<file path="src/rtl/cgc_pkg.sv">
`timescale 1ns/1ps
package cgc_pkg;
  typedef enum logic [1:0] {RX_IDLE, RX_BITS, RX_ACK} rx_state_e;

  // address, command placeholder, count placeholder
  localparam int HDR_BYTES = 3;
  localparam int BYTE_BITS = 8;

  function automatic logic addr_hit(input logic [7:0] b, input logic [6:0] a);
    return b == {a, 1'b0};
  endfunction
endpackage

</file>
<file path="src/rtl/cgc_bus_sync.sv">
`timescale 1ns/1ps
module cgc_bus_sync #(
  parameter int STAGES = 2
) (
  input  logic clk,
  input  logic rst_n,
  input  logic scl_in,
  input  logic sda_in,
  output logic sda_s,
  output logic scl_rise,
  output logic scl_fall,
  output logic start_ev,
  output logic stop_ev
);
  logic [STAGES-1:0] scl_pipe, sda_pipe;
  logic scl_p, sda_p, scl_s;

  always_ff @(posedge clk or negedge rst_n) begin
    if (!rst_n) begin
      scl_pipe <= '1;
      sda_pipe <= '1;
      scl_p    <= 1'b1;
      sda_p    <= 1'b1;
    end else begin
      scl_pipe <= {scl_pipe[STAGES-2:0], scl_in};
      sda_pipe <= {sda_pipe[STAGES-2:0], sda_in};
      scl_p    <= scl_pipe[STAGES-1];
      sda_p    <= sda_pipe[STAGES-1];
    end
  end

  assign scl_s    = scl_pipe[STAGES-1];
  assign sda_s    = sda_pipe[STAGES-1];
  assign scl_rise = !scl_p && scl_s;
  assign scl_fall = scl_p && !scl_s;
  assign start_ev = scl_p && scl_s && sda_p && !sda_s;
  assign stop_ev  = scl_p && scl_s && !sda_p && sda_s;
endmodule

</file>
<file path="src/rtl/cgc_i2c_rx.sv">
`timescale 1ns/1ps
module cgc_i2c_rx
  import cgc_pkg::*;
#(
  parameter logic [6:0] ADDR = 7'b1101001,
  parameter int REGS  = 3,
  localparam int LAST_POS = HDR_BYTES + REGS,
  localparam int POS_W = $clog2(LAST_POS + 1),
  localparam int IDX_W = (REGS > 1) ? $clog2(REGS) : 1
) (
  input  logic             clk,
  input  logic             rst_n,
  input  logic             sda_s,
  input  logic             scl_rise,
  input  logic             scl_fall,
  input  logic             start_ev,
  input  logic             stop_ev,
  output logic             pull_low,
  output logic             wr_fire,
  output logic [IDX_W-1:0] wr_idx,
  output logic [7:0]       wr_data,
  output logic [POS_W-1:0] byte_pos
);
  rx_state_e  state;
  logic [3:0] bit_cnt;
  logic [7:0] shift;
  logic       byte_done, accept;

  assign byte_done = (state == RX_BITS) && scl_fall && (bit_cnt == 4'(BYTE_BITS));
  assign accept    = byte_done && ((byte_pos == '0) ? addr_hit(shift, ADDR) : 1'b1);
  assign wr_fire   = accept && (byte_pos >= POS_W'(HDR_BYTES)) && (byte_pos < POS_W'(LAST_POS));
  assign wr_idx    = IDX_W'(byte_pos - POS_W'(HDR_BYTES));
  assign wr_data   = shift;

  always_ff @(posedge clk or negedge rst_n) begin
    if (!rst_n) begin
      state    <= RX_IDLE;
      bit_cnt  <= '0;
      shift    <= '0;
      byte_pos <= '0;
      pull_low <= 1'b0;
    end else if (start_ev) begin
      state    <= RX_BITS;
      bit_cnt  <= '0;
      byte_pos <= '0;
      pull_low <= 1'b0;
    end else if (stop_ev) begin
      state    <= RX_IDLE;
      pull_low <= 1'b0;
    end else begin
      unique case (state)
        RX_BITS: begin
          if (scl_rise && bit_cnt < 4'(BYTE_BITS)) begin
            shift   <= {shift[6:0], sda_s};
            bit_cnt <= bit_cnt + 4'd1;
          end else if (byte_done) begin
            if (accept) begin
              pull_low <= 1'b1;
              state    <= RX_ACK;
            end else begin
              state <= RX_IDLE;
            end
          end
        end
        RX_ACK: begin
          if (scl_fall) begin
            pull_low <= 1'b0;
            bit_cnt  <= '0;
            state    <= RX_BITS;
            if (byte_pos != POS_W'(LAST_POS)) byte_pos <= byte_pos + 1'b1;
          end
        end
        default: ;
      endcase
    end
  end
endmodule

</file>
<file path="src/rtl/cgc_en_regs.sv">
`timescale 1ns/1ps
module cgc_en_regs #(
  parameter int OUTS  = 18,
  parameter int IDX_W = 2
) (
  input  logic             clk,
  input  logic             rst_n,
  input  logic             wr_fire,
  input  logic [IDX_W-1:0] wr_idx,
  input  logic [7:0]       wr_data,
  output logic [OUTS-1:0]  en
);
  localparam int REM  = OUTS % 8;
  localparam int LAST = (OUTS - 1) / 8;

  // a partly used last register takes its bits from the top down
  function automatic int bit_sel(input int i);
    if (REM != 0 && (i / 8) == LAST) return (i % 8) + (8 - REM);
    return i % 8;
  endfunction

  always_ff @(posedge clk or negedge rst_n) begin
    if (!rst_n) begin
      en <= '1;
    end else if (wr_fire) begin
      for (int i = 0; i < OUTS; i++) begin
        if ((i / 8) == int'(wr_idx)) en[i] <= wr_data[bit_sel(i)];
      end
    end
  end
endmodule

</file>
<file path="src/rtl/cgc_out_gate.sv">
`timescale 1ns/1ps
module cgc_out_gate #(
  parameter int OUTS = 18
) (
  input  logic            ref_clk,
  input  logic            oe_in,
  input  logic [OUTS-1:0] en,
  output logic [OUTS-1:0] clk_out,
  output logic [OUTS-1:0] clk_drive
);
  for (genvar g = 0; g < OUTS; g++) begin : g_lane
    assign clk_out[g]   = ref_clk & en[g];
    assign clk_drive[g] = oe_in;
  end
endmodule

</file>
<file path="src/rtl/clkgate_i2c_ctrl.sv">
`timescale 1ns/1ps
module clkgate_i2c_ctrl
  import cgc_pkg::*;
#(
  parameter int         OUTS   = 18,
  parameter logic [6:0] ADDR   = 7'b1101001,
  parameter int         STAGES = 2,
  localparam int REGS  = (OUTS + 7) / 8,
  localparam int POS_W = $clog2(HDR_BYTES + REGS + 1),
  localparam int IDX_W = (REGS > 1) ? $clog2(REGS) : 1
) (
  input  logic            clk,
  input  logic            rst_n,
  input  logic            scl_in,
  input  logic            sda_in,
  output logic            sda_pull_low,
  input  logic            ref_clk,
  input  logic            oe_in,
  output logic [OUTS-1:0] clk_out,
  output logic [OUTS-1:0] clk_drive
);
  logic             sda_s_w, scl_rise_w, scl_fall_w, start_w, stop_w;
  logic             wr_fire_w;
  logic [IDX_W-1:0] wr_idx_w;
  logic [7:0]       wr_data_w;
  logic [POS_W-1:0] byte_pos_w;
  logic [OUTS-1:0]  en_w;

  cgc_bus_sync #(.STAGES(STAGES)) u_sync (
    .clk(clk), .rst_n(rst_n), .scl_in(scl_in), .sda_in(sda_in),
    .sda_s(sda_s_w), .scl_rise(scl_rise_w), .scl_fall(scl_fall_w),
    .start_ev(start_w), .stop_ev(stop_w)
  );

  cgc_i2c_rx #(.ADDR(ADDR), .REGS(REGS)) u_rx (
    .clk(clk), .rst_n(rst_n), .sda_s(sda_s_w),
    .scl_rise(scl_rise_w), .scl_fall(scl_fall_w),
    .start_ev(start_w), .stop_ev(stop_w),
    .pull_low(sda_pull_low), .wr_fire(wr_fire_w), .wr_idx(wr_idx_w),
    .wr_data(wr_data_w), .byte_pos(byte_pos_w)
  );

  cgc_en_regs #(.OUTS(OUTS), .IDX_W(IDX_W)) u_regs (
    .clk(clk), .rst_n(rst_n), .wr_fire(wr_fire_w), .wr_idx(wr_idx_w),
    .wr_data(wr_data_w), .en(en_w)
  );

  cgc_out_gate #(.OUTS(OUTS)) u_gate (
    .ref_clk(ref_clk), .oe_in(oe_in), .en(en_w),
    .clk_out(clk_out), .clk_drive(clk_drive)
  );
endmodule

</file>
<file path="config.mk">
export PLATFORM = sky130hd
export DESIGN_NAME = clkgate_i2c_ctrl
export DESIGN_NICKNAME = d
export VERILOG_FILES = /design/src/rtl/cgc_pkg.sv /design/src/rtl/cgc_bus_sync.sv /design/src/rtl/cgc_i2c_rx.sv /design/src/rtl/cgc_en_regs.sv /design/src/rtl/cgc_out_gate.sv /design/src/rtl/clkgate_i2c_ctrl.sv
export SDC_FILE = /design/constraint.sdc
export NUM_CORES = 1
export LEC_CHECK = 0
export BUFFER_PORTS_ARGS = -buffer_cell sky130_fd_sc_hd__buf_2
export CORE_MARGIN = 10
export CORE_UTILIZATION = 35
export DETAILED_ROUTE_END_ITERATION = 8
export PLACE_DENSITY = 0.55
export SLEW_MARGIN = 0
export SYNTH_ARGS = -nofsm -noshare
export SYNTH_HDL_FRONTEND = slang
export SYNTH_SLANG_ARGS = --single-unit
</file>
<file path="constraint.sdc">
create_clock -name clk -period 2.63 [get_ports clk]
set_input_delay 0 -clock clk [delete_from_list [all_inputs] [get_ports clk]]
set_output_delay 0 -clock clk [all_outputs]
set_load 0.1 [all_outputs]
</file>
==> impl_metrics.csv <==
group,metric,value,unit
logic_synthesis,synth_top_area_share,0.277,
power,clkPwrFrac,0.266,
routing,vias,1355,
grt,overflow,0,
cells_and_area,areaGrowthSynthToFinish,7.93,%
timing,setup_tns,0,ns
clocking,cts_buffers,5,
worst_setup_path,r2r_slack,0.61,ns
min_path,hold_start,"oe_in",
placed_design,place_congestion,0.707,
power,power.density,634,mW/mm^2
timing,slew_viol_final,0,
cells_and_area,fill_cells,632,
power,power.internal,1.04,mW
logic_synthesis,synth-seq-cells,42,
power,irDropWorstVdd,0.507,mV
routing,drc,0,
power,leakage,1.19,nW
placed_design,dp_hpwl,2790,um
die,row_count,29,
worst_setup_path,ff2ff_path_depth,7,
worst_setup_path,crit_type,"reg -> reg",
timing,hold_violations,0,
power,pwr-share-comb,0.219,
timing,setup_violations,0,
routing,drt-met1-wl,1810,um
routing,vias_per_cell,4.84,
worst_setup_path,required,2.86,ns
worst_setup_path,regToRegStartpoint,"u_rx.byte_pos[0]",
worst_setup_path,critPathArrivalTime,2.25,ns
clocking,cts_max_level,2,
timing,relSlewSlack,0.406,
logic_synthesis,syn-cell-area,0.00227,mm^2
die,initial_core_util,0.360,
outcome,outcome,"completed",
die,core,0.00631,mm^2
die,die_h,101,um
logic_synthesis,synth.most_common_cell,"dfstp_2",
clocking,cts_root_buf,"clkbuf_8",
cells_and_area,final_area,0.00245,mm^2
timing,worst_pin_slew,0.891,ns
min_path,worstHoldEndpoint,"clk_drive[11]",
logic_synthesis,synth_largest_area_cell,"dfstp_2",
cells_and_area,fin_nets,217,
grt,gr-usage-all-layers,0.0841,
grt,grt_pass1_vias,1433,
timing,period_minus_slack,2.02,ns
min_path,hold_depth,0,
logic_synthesis,synth_ff_type,"dfstp_2",
logic_synthesis,ys_types,42,
power,seqPwrFrac,0.515,
logic_synthesis,ys_top_cells_by_area,"dfstp_2, dfrtp_1, mux2_4",
logic_synthesis,syn-num-nets,205,
worst_setup_path,rr_endpoint,"u_regs.en[0]",
flow_run,max_cap_violations,0,
cells_and_area,n_antenna_cell,0,
logic_synthesis,async_reset_ff_frac,1.00,
die,die-area,0.0101,mm^2
routing,routed.top_layer,"met4",
clocking,clkTransAtPathRegs,0.08,ns
min_path,min_path_type,"in -> out",
worst_setup_path,cp-start-kind,"flip-flop",
logic_synthesis,yosysSeqAreaShare,0.476,
clocking,clock_latency,0.30,ns
grt,grt_pass1_wl,6940,um
timing,period_share,0.768,
routing,drtAntennaViolNets,0,
die,ios,43,
clocking,clock_sinks,42,
routing,first_pass_iters,4,
timing,fin_skew,0.0108,ns
grt,grt_max_degree,43,
routing,route.met2.wl,1680,um
timing,fmax,495,MHz
cells_and_area,final_layout_size_suffix_gt1_frac,0.433,
worst_setup_path,critPathCaptureType,"flip-flop",
routing,met3_length,278,um
logic_synthesis,synth_edf_count,0,
power,p_sw,518,uW
cells_and_area,ff_latch_area,0.00108,mm^2
clocking,post_cts_buffers,0,
timing,rsz0062_at_grt,"false",
routing,drtIter0Drc,45,
logic_synthesis,yosysWarnings,0,
placed_design,port-buffer-count,23,
logic_synthesis,synthTopCellsByCount,"dfstp_2, buf_4, and2_1, dfrtp_1, mux2_4",
worst_setup_path,crit_fanout,8,
clocking,cts_tree,"yes",
cells_and_area,multi_input_area,1000,um^2
clocking,clockBufferDepth,2,
logic_synthesis,avgSynthCellArea,12.0,um^2
placed_design,dpl-instance-area,0.00234,mm^2
power,switching_share,0.333,
logic_synthesis,synthCells,190,
die,die_x,101,um
routing,route.detailed.wl_per_inst,13.7,um
grt,antenna_found_initial,0,
routing,finalWirelength,3840,um
logic make-up after synthesis:
logic type               synth area share
AO/OA/AOI/OAI                      0.0660
XOR/XNOR                          0.00385
adder cells (fa/ha/maj)            0.0495
buffers and inverters              0.0848
flip-flops                          0.476
multiplexers                        0.179
AND/OR/NAND/NOR                     0.141
worst max-delay path by stage:
stage | startpoint | endpoint | slack (ns) | depth (start not counted)
finish | u_rx.byte_pos[0] | u_regs.en[0] | 0.61 | 7
global route | u_rx.byte_pos[0] | u_regs.en[1] | 0.48 | 7
CTS | u_rx.byte_pos[0] | u_regs.en[0] | 0.60 | 7
detailed placement | u_rx.byte_pos[0] | u_regs.en[0] | 0.62 | 7
global placement | u_rx.byte_pos[0] | u_regs.en[7] | 0.71 | 7
floorplan | u_rx.byte_pos[0] | u_regs.en[0] | 0.79 | 7
placed cells by master (no fill, tap or decap), types with 2 or more instances in the layout:
cell type,n
a211oi_1,2
a21oi_1,5
a31oi_1,2
and2_1,18
and4b_1,2
buf_2,23
clkbuf_8,5
dfrtp_1,18
dfstp_2,24
dlygate4sd3_1,3
ha_1,9
inv_1,10
mux2_1,2
mux2_2,11
mux2_4,16
mux2i_1,2
nand2_1,10
nand2b_1,2
nand3_1,2
nor2_1,6
o21ai_0,6
timing repair:
| item | 4_1_cts | 5_1_grt |
|---|---|---|
| hold buffers | 3 | 0 |
| gates resized for setup | 0 | 0 |
| endpoints found under the hold margin | 20 | 0 |
area by class of cell:
class | instances | share of cell area
Clock buffer | 6 | 0.0296
Clock inverter | 2 | 0.00561
Inverter | 10 | 0.0153
Multi-Input combinational cell | 116 | 0.407
Sequential cell | 42 | 0.441
Tap cell | 77 | 0.0393
Timing Repair Buffer | 27 | 0.0622
stage by stage:
stage | instances | util | setup WS, ns | hold WS (ns) | power (mW)
floorplan | 190 | - | 0.793 | -0.296 | 1.19
global placement | 269 | 0.370 | 0.705 | 0.00651 | 1.14
detailed placement | 269 | 0.370 | 0.619 | 0.00651 | 1.16
CTS | 280 | 0.389 | 0.604 | 0.00651 | 1.58
global route | 280 | 0.389 | 0.482 | 0.00578 | 1.67
finish | 280 | 0.389 | 0.611 | 0.00211 | 1.56
critical path, cell delays in order (launching register included):
cell and delay, ns:
dfrtp_1 0.44, ha_1 0.27, ha_1 0.20, a211oi_1 0.24
a21oi_1 0.09, and4b_1 0.23, nand2_4 0.17, mux2_4 0.32
power groups by stage:
stage	sequential [mW]	clock [mW]	combinational, mW
3_5_place_dp	0.813	0	0.342
3_3_place_gp	0.808	0	0.336
4_1_cts	0.802	0.427	0.349
5_1_grt	0.815	0.457	0.394
2_1_floorplan	0.843	0	0.345
6_report	0.801	0.414	0.342
state kept, by name, summed over array words and instances, names as in the netlist:
name             count
u_rx.pull_low        1
u_rx.byte_pos        3
u_sync.scl_pipe      2
u_sync.scl_p         1
u_sync.sda_pipe      2
u_rx.wr_data         8
u_rx.bit_cnt         4
u_sync.sda_p         1
u_regs.en           18
u_rx.state           2
metal layers:
layer  vias to the layer above  track usage
met2                        26        0.125
met1                       660        0.101
li1                        659            -
met3                        10       0.0391
met4                         0       0.0359
met5                         -            0
No activity file was read; power rests on OpenSTA's default activity.
